File: src/rtl/regbank_pkg.sv
package regbank_pkg;

  localparam int CODE_W        = 4;
  localparam int NCODE         = 1 << CODE_W;
  localparam int USER_LAST     = 7;
  localparam int ADDR_LAST     = 9;
  localparam int SRC_LEFT_LAST = 11;
  localparam int PHYS_LAST     = 12;
  localparam int VIRT_FIRST    = 13;
  localparam int N_VIRT        = NCODE - VIRT_FIRST;

  typedef enum logic [1:0] {
    PH_IDLE = 2'd0,
    PH_CLR  = 2'd1,
    PH_LOAD = 2'd2,
    PH_REL  = 2'd3
  } phase_t;

  function automatic logic [NCODE-1:0] code_span(input int lo, input int hi);
    logic [NCODE-1:0] m;
    m = '0;
    for (int k = 0; k < NCODE; k++) begin
      if (k >= lo && k <= hi) m[k] = 1'b1;
    end
    return m;
  endfunction

  // Per-code capability masks: which codes own which path in which role.
  localparam logic [NCODE-1:0] CAP_SRC_L = code_span(1, SRC_LEFT_LAST) |
                                           code_span(VIRT_FIRST, NCODE-1);
  localparam logic [NCODE-1:0] CAP_SRC_R = code_span(1, ADDR_LAST);
  localparam logic [NCODE-1:0] CAP_DST_L = code_span(1, PHYS_LAST);
  localparam logic [NCODE-1:0] CAP_DST_R = code_span(1, ADDR_LAST);

endpackage

File: src/rtl/regbank_decoder.sv
module regbank_decoder
  import regbank_pkg::*;
(
  input  logic [CODE_W-1:0] code,
  input  logic              priv,
  output logic [NCODE-1:0]  sel
);

  always_comb begin
    sel = '0;
    if (code != '0 && (priv || int'(code) <= USER_LAST)) begin
      sel[code] = 1'b1;
    end
  end

endmodule

File: src/rtl/regbank_seq.sv
module regbank_seq
  import regbank_pkg::*;
(
  input  logic   clk,
  input  logic   rst_n,
  input  logic   start,
  output phase_t phase,
  output logic   accept
);

  phase_t phase_q, phase_d;

  assign accept = (phase_q == PH_IDLE) && start;

  always_comb begin
    phase_d = phase_q;
    unique case (phase_q)
      PH_IDLE: if (start) phase_d = PH_CLR;
      PH_CLR:  phase_d = PH_LOAD;
      PH_LOAD: phase_d = PH_REL;
      PH_REL:  phase_d = PH_IDLE;
      default: phase_d = PH_IDLE;
    endcase
  end

  always_ff @(posedge clk or negedge rst_n) begin
    if (!rst_n) phase_q <= PH_IDLE;
    else        phase_q <= phase_d;
  end

  assign phase = phase_q;

endmodule

File: src/rtl/regbank_store.sv
module regbank_store
  import regbank_pkg::*;
#(
  parameter int DATA_W = 8
) (
  input  logic                    clk,
  input  logic                    rst_n,
  input  phase_t                  phase,
  input  logic [NCODE-1:0]        clr_line,
  input  logic [DATA_W-1:0]       bus_in,
  output logic [NCODE*DATA_W-1:0] q_flat
);

  logic clearing, loading;
  assign clearing = (phase == PH_CLR);
  assign loading  = (phase == PH_LOAD);

  for (genvar c = 0; c < NCODE; c++) begin : g_slot
    if (c >= 1 && c <= PHYS_LAST) begin : g_reg
      logic [DATA_W-1:0] q;
      logic              we;
      logic [DATA_W-1:0] d;
      // Clear forces zero; the load cycle takes the settled bus value.
      assign we = clr_line[c] && (clearing || loading);
      assign d  = loading ? bus_in : '0;
      always_ff @(posedge clk or negedge rst_n) begin
        if (!rst_n)  q <= '0;
        else if (we) q <= d;
      end
      assign q_flat[c*DATA_W +: DATA_W] = q;
    end else begin : g_none
      assign q_flat[c*DATA_W +: DATA_W] = '0;
    end
  end

endmodule

File: src/rtl/regbank_ctrl.sv
module regbank_ctrl
  import regbank_pkg::*;
#(
  parameter int DATA_W = 8
) (
  input  logic                     clk,
  input  logic                     rst_n,
  input  logic                     start,
  input  logic                     micro,
  input  logic                     path_r,
  input  logic [CODE_W-1:0]        src_code,
  input  logic [CODE_W-1:0]        dst_code,
  input  logic [DATA_W-1:0]        ext_in,
  input  logic [N_VIRT*DATA_W-1:0] virt_in,
  output logic                     busy,
  output logic [NCODE-1:0]         en_left,
  output logic [NCODE-1:0]         en_right,
  output logic [NCODE-1:0]         clr_line,
  output logic [DATA_W-1:0]        bus_out
);

  phase_t phase;
  logic   accept;

  logic [CODE_W-1:0] src_q, dst_q;
  logic              path_q, micro_q;

  regbank_seq i_seq (
    .clk    (clk),
    .rst_n  (rst_n),
    .start  (start),
    .phase  (phase),
    .accept (accept)
  );

  // Transfer context, captured with an explicit enable on acceptance.
  always_ff @(posedge clk or negedge rst_n) begin
    if (!rst_n) begin
      src_q   <= '0;
      dst_q   <= '0;
      path_q  <= 1'b0;
      micro_q <= 1'b0;
    end else if (accept) begin
      src_q   <= src_code;
      dst_q   <= dst_code;
      path_q  <= path_r;
      micro_q <= micro;
    end
  end

  logic [NCODE-1:0] src_sel, dst_sel;

  regbank_decoder i_src_dec (.code(src_q), .priv(micro_q), .sel(src_sel));
  regbank_decoder i_dst_dec (.code(dst_q), .priv(micro_q), .sel(dst_sel));

  logic             active;
  logic [NCODE-1:0] src_l, src_r, dst_l, dst_r;

  assign active = (phase == PH_CLR) || (phase == PH_LOAD);

  always_comb begin
    src_l = '0;
    src_r = '0;
    dst_l = '0;
    dst_r = '0;
    if (active) begin
      if (path_q) begin
        src_r = src_sel & CAP_SRC_R;
        dst_r = dst_sel & CAP_DST_R;
      end else begin
        src_l = src_sel & CAP_SRC_L;
        dst_l = dst_sel & CAP_DST_L;
      end
    end
  end

  // Both decoders meet on the same per-register lines through an OR.
  assign en_left  = src_l | dst_l;
  assign en_right = src_r | dst_r;
  assign clr_line = dst_l | dst_r;
  assign busy     = (phase != PH_IDLE);

  logic [NCODE*DATA_W-1:0] store_q;

  regbank_store #(.DATA_W(DATA_W)) i_store (
    .clk      (clk),
    .rst_n    (rst_n),
    .phase    (phase),
    .clr_line (clr_line),
    .bus_in   (bus_out),
    .q_flat   (store_q)
  );

  // Per-code value offered to the bus: stored, virtual digit, or nothing.
  logic [DATA_W-1:0] slot_val [NCODE];
  logic [NCODE-1:0]  drives;

  for (genvar c = 0; c < NCODE; c++) begin : g_val
    if (c >= VIRT_FIRST) begin : g_virt
      assign slot_val[c] = virt_in[(c-VIRT_FIRST)*DATA_W +: DATA_W];
    end else begin : g_phys
      assign slot_val[c] = store_q[c*DATA_W +: DATA_W];
    end
  end

  assign drives = (en_left & CAP_SRC_L) | (en_right & CAP_SRC_R);

  always_comb begin
    bus_out = ext_in;
    for (int c = 0; c < NCODE; c++) begin
      if (drives[c]) bus_out = bus_out | slot_val[c];
    end
  end

endmodule

File: config.mk
export PLATFORM = sky130hd
export DESIGN_NAME = regbank_ctrl
export DESIGN_NICKNAME = d
export VERILOG_FILES = /design/src/rtl/regbank_pkg.sv /design/src/rtl/regbank_decoder.sv /design/src/rtl/regbank_seq.sv /design/src/rtl/regbank_store.sv /design/src/rtl/regbank_ctrl.sv
export SDC_FILE = /design/constraint.sdc
export NUM_CORES = 1
export LEC_CHECK = 0
export BUFFER_PORTS_ARGS = -buffer_cell sky130_fd_sc_hd__buf_2
export CAP_MARGIN = 20
export CORE_ASPECT_RATIO = 0.6
export CORE_UTILIZATION = 35
export DETAILED_ROUTE_END_ITERATION = 6
export GPL_TIMING_DRIVEN = 0
export PLACE_DENSITY_LB_ADDON = 0.12
export SLEW_MARGIN = 25
export SYNTH_ARGS = -nofsm -noshare
export SYNTH_HDL_FRONTEND = slang
export SYNTH_SLANG_ARGS = --single-unit
File: constraint.sdc
create_clock -name clk -period 5 [get_ports clk]
set_clock_uncertainty 0.05 [all_clocks]
set_input_delay 1 -clock clk [delete_from_list [all_inputs] [get_ports clk]]
set_output_delay 1 -clock clk [all_outputs]
set_load 0.02 [all_outputs]
# [Word level (Yosys, flattened, before mapping)]
# Index checks and enable logic that the tools add are counted.
[totals] input_bits=45 output_inout_bits=57 ff_bits=108
[op_classes] magnitude_cmp=6 bitwise_logic=19 n_eq_ne=4 n_reduce_logical=24 mux=32
[ops] operator="$mux 8" count=16
[ops] operator="$or 8x8->8" count=15
[ops] operator="$mux 16" count=5
[ops] operator="$or 16x16->16" count=3
[ops] operator="$mux 10" count=3
[ops] operator="$mux 13" count=2
[ops] operator="$logic_and 1x1->1" count=17
[ops] operator="$or 16x10->16" count=1
[ops] operator="$lt 4x5->1 const B" count=2
[ops] operator="$demux 1 s4" count=2
[ops] operator="$ge 4x1->1 const B" count=2
[ops] operator="$le 4x3->1 const B" count=2
[ops] operator="$pmux 2 s4" count=1
[ops] operator="$reduce_bool 4->1" count=2
[ops] operator="$eq 2x2->1 const B" count=2
[ops] operator="$logic_or 1x1->1" count=3
[ops] operator="$eq 2x1->1 const B" count=1
[ops] operator="$logic_not 2->1" count=1
[ops] operator="$mux 1" count=2
[ops] operator="$mux 2" count=1
[ops] operator="$ne 2x2->1 const B" count=1
[ops] operator="$reduce_bool 2->1" count=1

# [Depth between registers and ports, before layout]
[logic_depth] depth_word=39 ltp_mapped=10 ltp_nobuf=8

# [Modules after synthesis]
# A second synthesis with hierarchy kept.
[unflattened] hier_cells=510 hier_area_um2=5835.6
[by_module_without_submodules] mod="regbank_store" seq_area_each_um2=2402.3 n_inst=1 area_each_um2=3991.3 cells_per_inst=268
[by_module_without_submodules] mod="regbank_ctrl" seq_area_each_um2=250.2 n_inst=1 area_each_um2=1478.9 cells_per_inst=184
[by_module_without_submodules] mod="regbank_decoder" seq_area_each_um2=0.0 n_inst=2 area_each_um2=110.1 cells_per_inst=23
[by_module_without_submodules] mod="regbank_seq" seq_area_each_um2=50.0 n_inst=1 area_each_um2=145.1 cells_per_inst=12

# [Worst setup path before layout]
# No wires, ideal clock.
[synth_path] path_kind="register to output" startpoint="register i_seq.phase_q[1], in the netlist i_seq.phase[1]" endpoint="output port bus_out[4]" stages_incl_launch_ff=10 setup_slack_ps=1805 arrival_ps=2145 path_buffers=1 path_cell_list="dfrtp_1 -> inv_1 -> ha_1 -> and4bb_2 -> nand2_2 -> inv_1 -> a221o_1 -> nor3_2 -> buf_6 -> inv_1"
[synth_via] elab_chain_len=34 elab_cells_between_ends=39 cone_classes="2 x eq/ne; 19 x mux; 17 x bitwise; 1 x reduce/logical"
[synth_lines] element="from (decl)" line_no="regbank_seq.sv:11" source="phase_t phase_q, phase_d;"
[synth_lines] element="from (signal assigned)" line_no="regbank_seq.sv:28" source="else phase_q <= phase_d;"
[synth_lines] element="$eq 2x1->1 or $eq 2x2->1 (tied branches)" line_no="regbank_ctrl.sv:59" source="assign active = (phase == PH_CLR) || (phase == PH_LOAD);"
[synth_lines] element="$logic_or 1x1->1 (*)" line_no="regbank_ctrl.sv:59"
[synth_lines] element="$mux 16 or $mux 10 (tied branches)" line_no="regbank_ctrl.sv:66" source="if (active) begin"
[synth_lines] element="$or 16x16->16 (on tied branches)" line_no="regbank_ctrl.sv:78, regbank_ctrl.sv:79"
[synth_lines] element="$or 16x10->16 (*)" line_no="regbank_ctrl.sv:106" source="assign drives = (en_left & CAP_SRC_L) | (en_right & CAP_SRC_R);"
[synth_lines] element="$mux 8" line_no="regbank_ctrl.sv:111" source="if (drives[c]) bus_out = bus_out | slot_val[c];"
[synth_lines] element="$or 8x8->8" line_no="regbank_ctrl.sv:111"
[synth_lines] element="$mux 8" line_no="regbank_ctrl.sv:111"
[synth_lines] element="(+18 left out)"
[synth_lines] element="$or 8x8->8" line_no="regbank_ctrl.sv:111"
[synth_lines] element="$mux 8" line_no="regbank_ctrl.sv:111"
[synth_lines] element="$or 8x8->8" line_no="regbank_ctrl.sv:111"
[synth_lines] element="$mux 8" line_no="regbank_ctrl.sv:111"
[synth_lines] element="$or 8x8->8" line_no="regbank_ctrl.sv:111"
[synth_lines] element="$mux 8" line_no="regbank_ctrl.sv:111"
[synth_lines] element="$or 8x8->8" line_no="regbank_ctrl.sv:111"
[synth_lines] element="$mux 8 (*)" line_no="regbank_ctrl.sv:111"
[synth_lines] element="to (decl)" line_no="regbank_ctrl.sv:19" source="output logic [DATA_W-1:0] bus_out"
# Every way passes the cells marked *; elsewhere a longest branch is shown, timed or not.

# [Final worst setup path]
[layout_path] startpoint="register i_seq.phase_q[1], in the netlist i_seq.phase[1]" endpoint="output port bus_out[7]"
# Same word-level chain as after synthesis.

==> qor.yml <==
worst_setup_path:
  crit_arrival_ps: 3470
  r2r_slack_ps: 1820
  reg2reg_depth: 10
  end_kind: "output pin"
  critical_path_required_ps: 3950
  cpMaxStageDelayCell: "a222oi_1"
  cp_max_fo: 10
  path_buf_inv: 5
  r2r_start: "i_seq.phase[1]"
  max_stage_delay_ps: 750
  crit_type: "reg2out"
  path_delay_family: "compound AO/OA/AOI/OAI gates"
  crit_chain: "inv_1, ha_1, buf_6, nor3b_2, o2bb2ai_4, a222oi_1, nand3_1, nor2_1, buf_6, inv_1, buf_2"
  r2r_end: "i_store.g_slot[5].g_reg.q[7]"
  start_kind: "register"
floorplanning:
  initial_utilization: 0.365
  fp.dieH_microns: 98.0
  fp.coreArea_sq_mm: 0.0147
  die_w_microns: 162
  rows: 34
  io_pins: 102
  die-area_sq_mm: 0.0159
power:
  combPwrFrac: 0.505
  swShare: 0.456
  pwr-share-clk: 0.166
  seq_power_share: 0.329
  power.switching_mw: 1.99
  p_per_area_mw_per_mm2: 676
  internal_power_mw: 2.37
  p_leak_nw: 3.11
  vdd.ir_drop.worst_mv: 0.224
final_layout:
  nets: 713
  area_growth_pct: 19.9
  layout_commonest_cell: "nand2_1"
  antenna_cells: 0
  drive_gt1_frac: 0.317
  final_cell_mix: "nand2_1 (112), dfrtp_1 (100), buf_2 (95)"
yosys:
  synth_area_leaders: "dfrtp_1 (47%), nand2_1 (7.8%), o21ai_2 (4.6%)"
  syn_area_per_cell_sq_um: 9.72
  yosysTopAreaCell: "dfrtp_1"
  synthCells: 553
  synthDistinctLibCells: 54
  synth_ff_type: "dfrtp_1"
  synth_top_area_share: 0.466
  syn_area_sq_mm: 0.00537
  synth-edff-count: 0
  ys_ff_latch: 100
  yosys_warnings: 0
  async_flop_share: 1.00
  yosysSeqAreaShare: 0.466
grt:
  grt_max_degree: 71
  grt_usage: 0.238
  grt_pass1_wl_microns: 27600
  grt_pass1_vias: 4424
  antenna_found_initial: 0
  overflow: 0
sta:
  fmax_ghz: 0.221
  final.setup.tns_ps: 0
  worst_pin_slew_ps: 900
  relSlewSlack: 0.400
  setup_viol: 0
  min_period_over_period: 0.904
  fin_ws_ps: 481
  final.min_clock_period_ps: 4520
  rsz0062_at_grt: "no"
  hold_viol: 0
  final_max_slew_viol_count: 0
clock_network:
  postCtsSetupBuffers: 0
  cts_sinks: 100
  cts_root_buf: "clkbuf_16"
  cts_tree: "built"
  cts_resized: 0
  cts_buffers: 9
  worstSkewPairLatency_ps: 350
  cts_max_level: 3
  clock_path_buffers: 2
  cts_hold_buffers: 0
  cts.clk_slew.worst_paths_ps: 70
worst_hold_path:
  hold_path_depth: 2
  min_path_type: "reg2reg"
  worst_hold_path.endpoint: "i_store.g_slot[4].g_reg.q[6]"
  min-delay-start: "i_store.g_slot[4].g_reg.q[6]"
drt:
  wl_per_cell_microns: 21.1
  dr.pass1.iters: 6
  vias: 4593
  vias_per_cell: 5.30
  drt_iter0_markers: 390
  drc: 0
  routed_wl_microns: 18300
  drtAntennaViolNets: 0
place:
  hpwl_microns: 13600
  pre_cts_slack_ps: 916
  io_buffer_count: 89
  place.gp.congestion: 0.930
run:
  drv_cap: 0
outcome:
  outcome: "completed"
kinds of logic after synthesis:
family          synth area share
buf+inv                   0.0799
other cells             0.000698
mux                       0.0373
simple gates               0.188
fa+ha+maj                0.00699
compound gates             0.222
flops                      0.466
final cells by class:
cell class                 count  area [sq um]
tap                          198           248
fill                        1492          8270
timing repair buffer          90           479
buffer                        45           332
sequential                   100          2500
clock buffer                  11           243
multi-input combinational    393          2490
clock inverter                 4          56.3
inverter                      26          97.6
routing by layer:
metal | track usage | wire length (microns) | vias up
met5 | 0 | 0 | -
met4 | 0.0341 | 97 | 0
met2 | 0.322 | 7250 | 170
met1 | 0.363 | 9150 | 2251
li1 | - | - | 2163
met3 | 0.0875 | 1810 | 9
worst register-to-register path, cell delays in order (launching register included):
cell       delay, ps
dfrtp_1          360
inv_1             70
ha_1             420
buf_6            210
nor3b_2          190
o2bb2ai_4        220
a222oi_1         750
nand3_1          200
nor2_1           280
buf_6            210
o21ai_1           90
per-stage QoR:
| step | power [mW] | hold slack (ps) | instance area (sq um) | utilization | instances |
|---|---|---|---|---|---|
| finish | 4.36 | 428 | 6440 | 0.438 | 867 |
| global route | 4.62 | 447 | 6440 | 0.438 | 867 |
| CTS | 4.34 | 432 | 6440 | 0.438 | 867 |
| detailed placement | 3.61 | 416 | 6150 | 0.418 | 852 |
| global placement | 3.58 | 412 | 6110 | 0.415 | 851 |
| floorplan | 2.90 | 399 | 5420 | - | 564 |
worst max-delay path by stage:
stage                               from          to  slack, ps  depth (start not counted)
after floorplan           i_seq.phase[1]  bus_out[4]       1810                          9
after global placement    i_seq.phase[1]  bus_out[0]        760                         11
after detailed placement  i_seq.phase[0]  bus_out[1]        920                         11
after CTS                 i_seq.phase[0]  bus_out[1]        540                         11
after global routing      i_seq.phase[1]  bus_out[7]        230                         11
final                     i_seq.phase[1]  bus_out[7]        480                         11
cells in the mapped netlist (6+ instances only):
library cell	n
nand2_1	112
dfrtp_1	100
o21ai_1	44
a22oi_1	31
o21ai_2	28
inv_1	25
buf_4	17
mux2_2	16
nor2_1	16
o21ai_0	16
nand3_1	14
buf_6	12
a21oi_1	11
and2_1	9
clkbuf_1	9
a222oi_1	7
buf_2	7
a22o_1	6
o22ai_1	6
or3_1	6
flip-flops by register name, indices dropped and copies added, names as in the netlist:
signal / count
dst_q: 4
micro_q: 1
path_q: 1
src_q: 4
i_store.g_slot.g_reg.q: 88
i_seq.phase: 2
power groups by stage:
| stage | Clock [mW] | Sequential (mW) | Combinational (mW) |
|---|---|---|---|
| 3_3_place_gp | 0 | 1.43 | 2.15 |
| 2_1_floorplan | 0 | 1.37 | 1.53 |
| 5_1_grt | 0.764 | 1.47 | 2.38 |
| 3_5_place_dp | 0 | 1.44 | 2.17 |
| 4_1_cts | 0.732 | 1.43 | 2.18 |
| 6_report | 0.721 | 1.43 | 2.20 |
(Power assumes the default switching activity.)
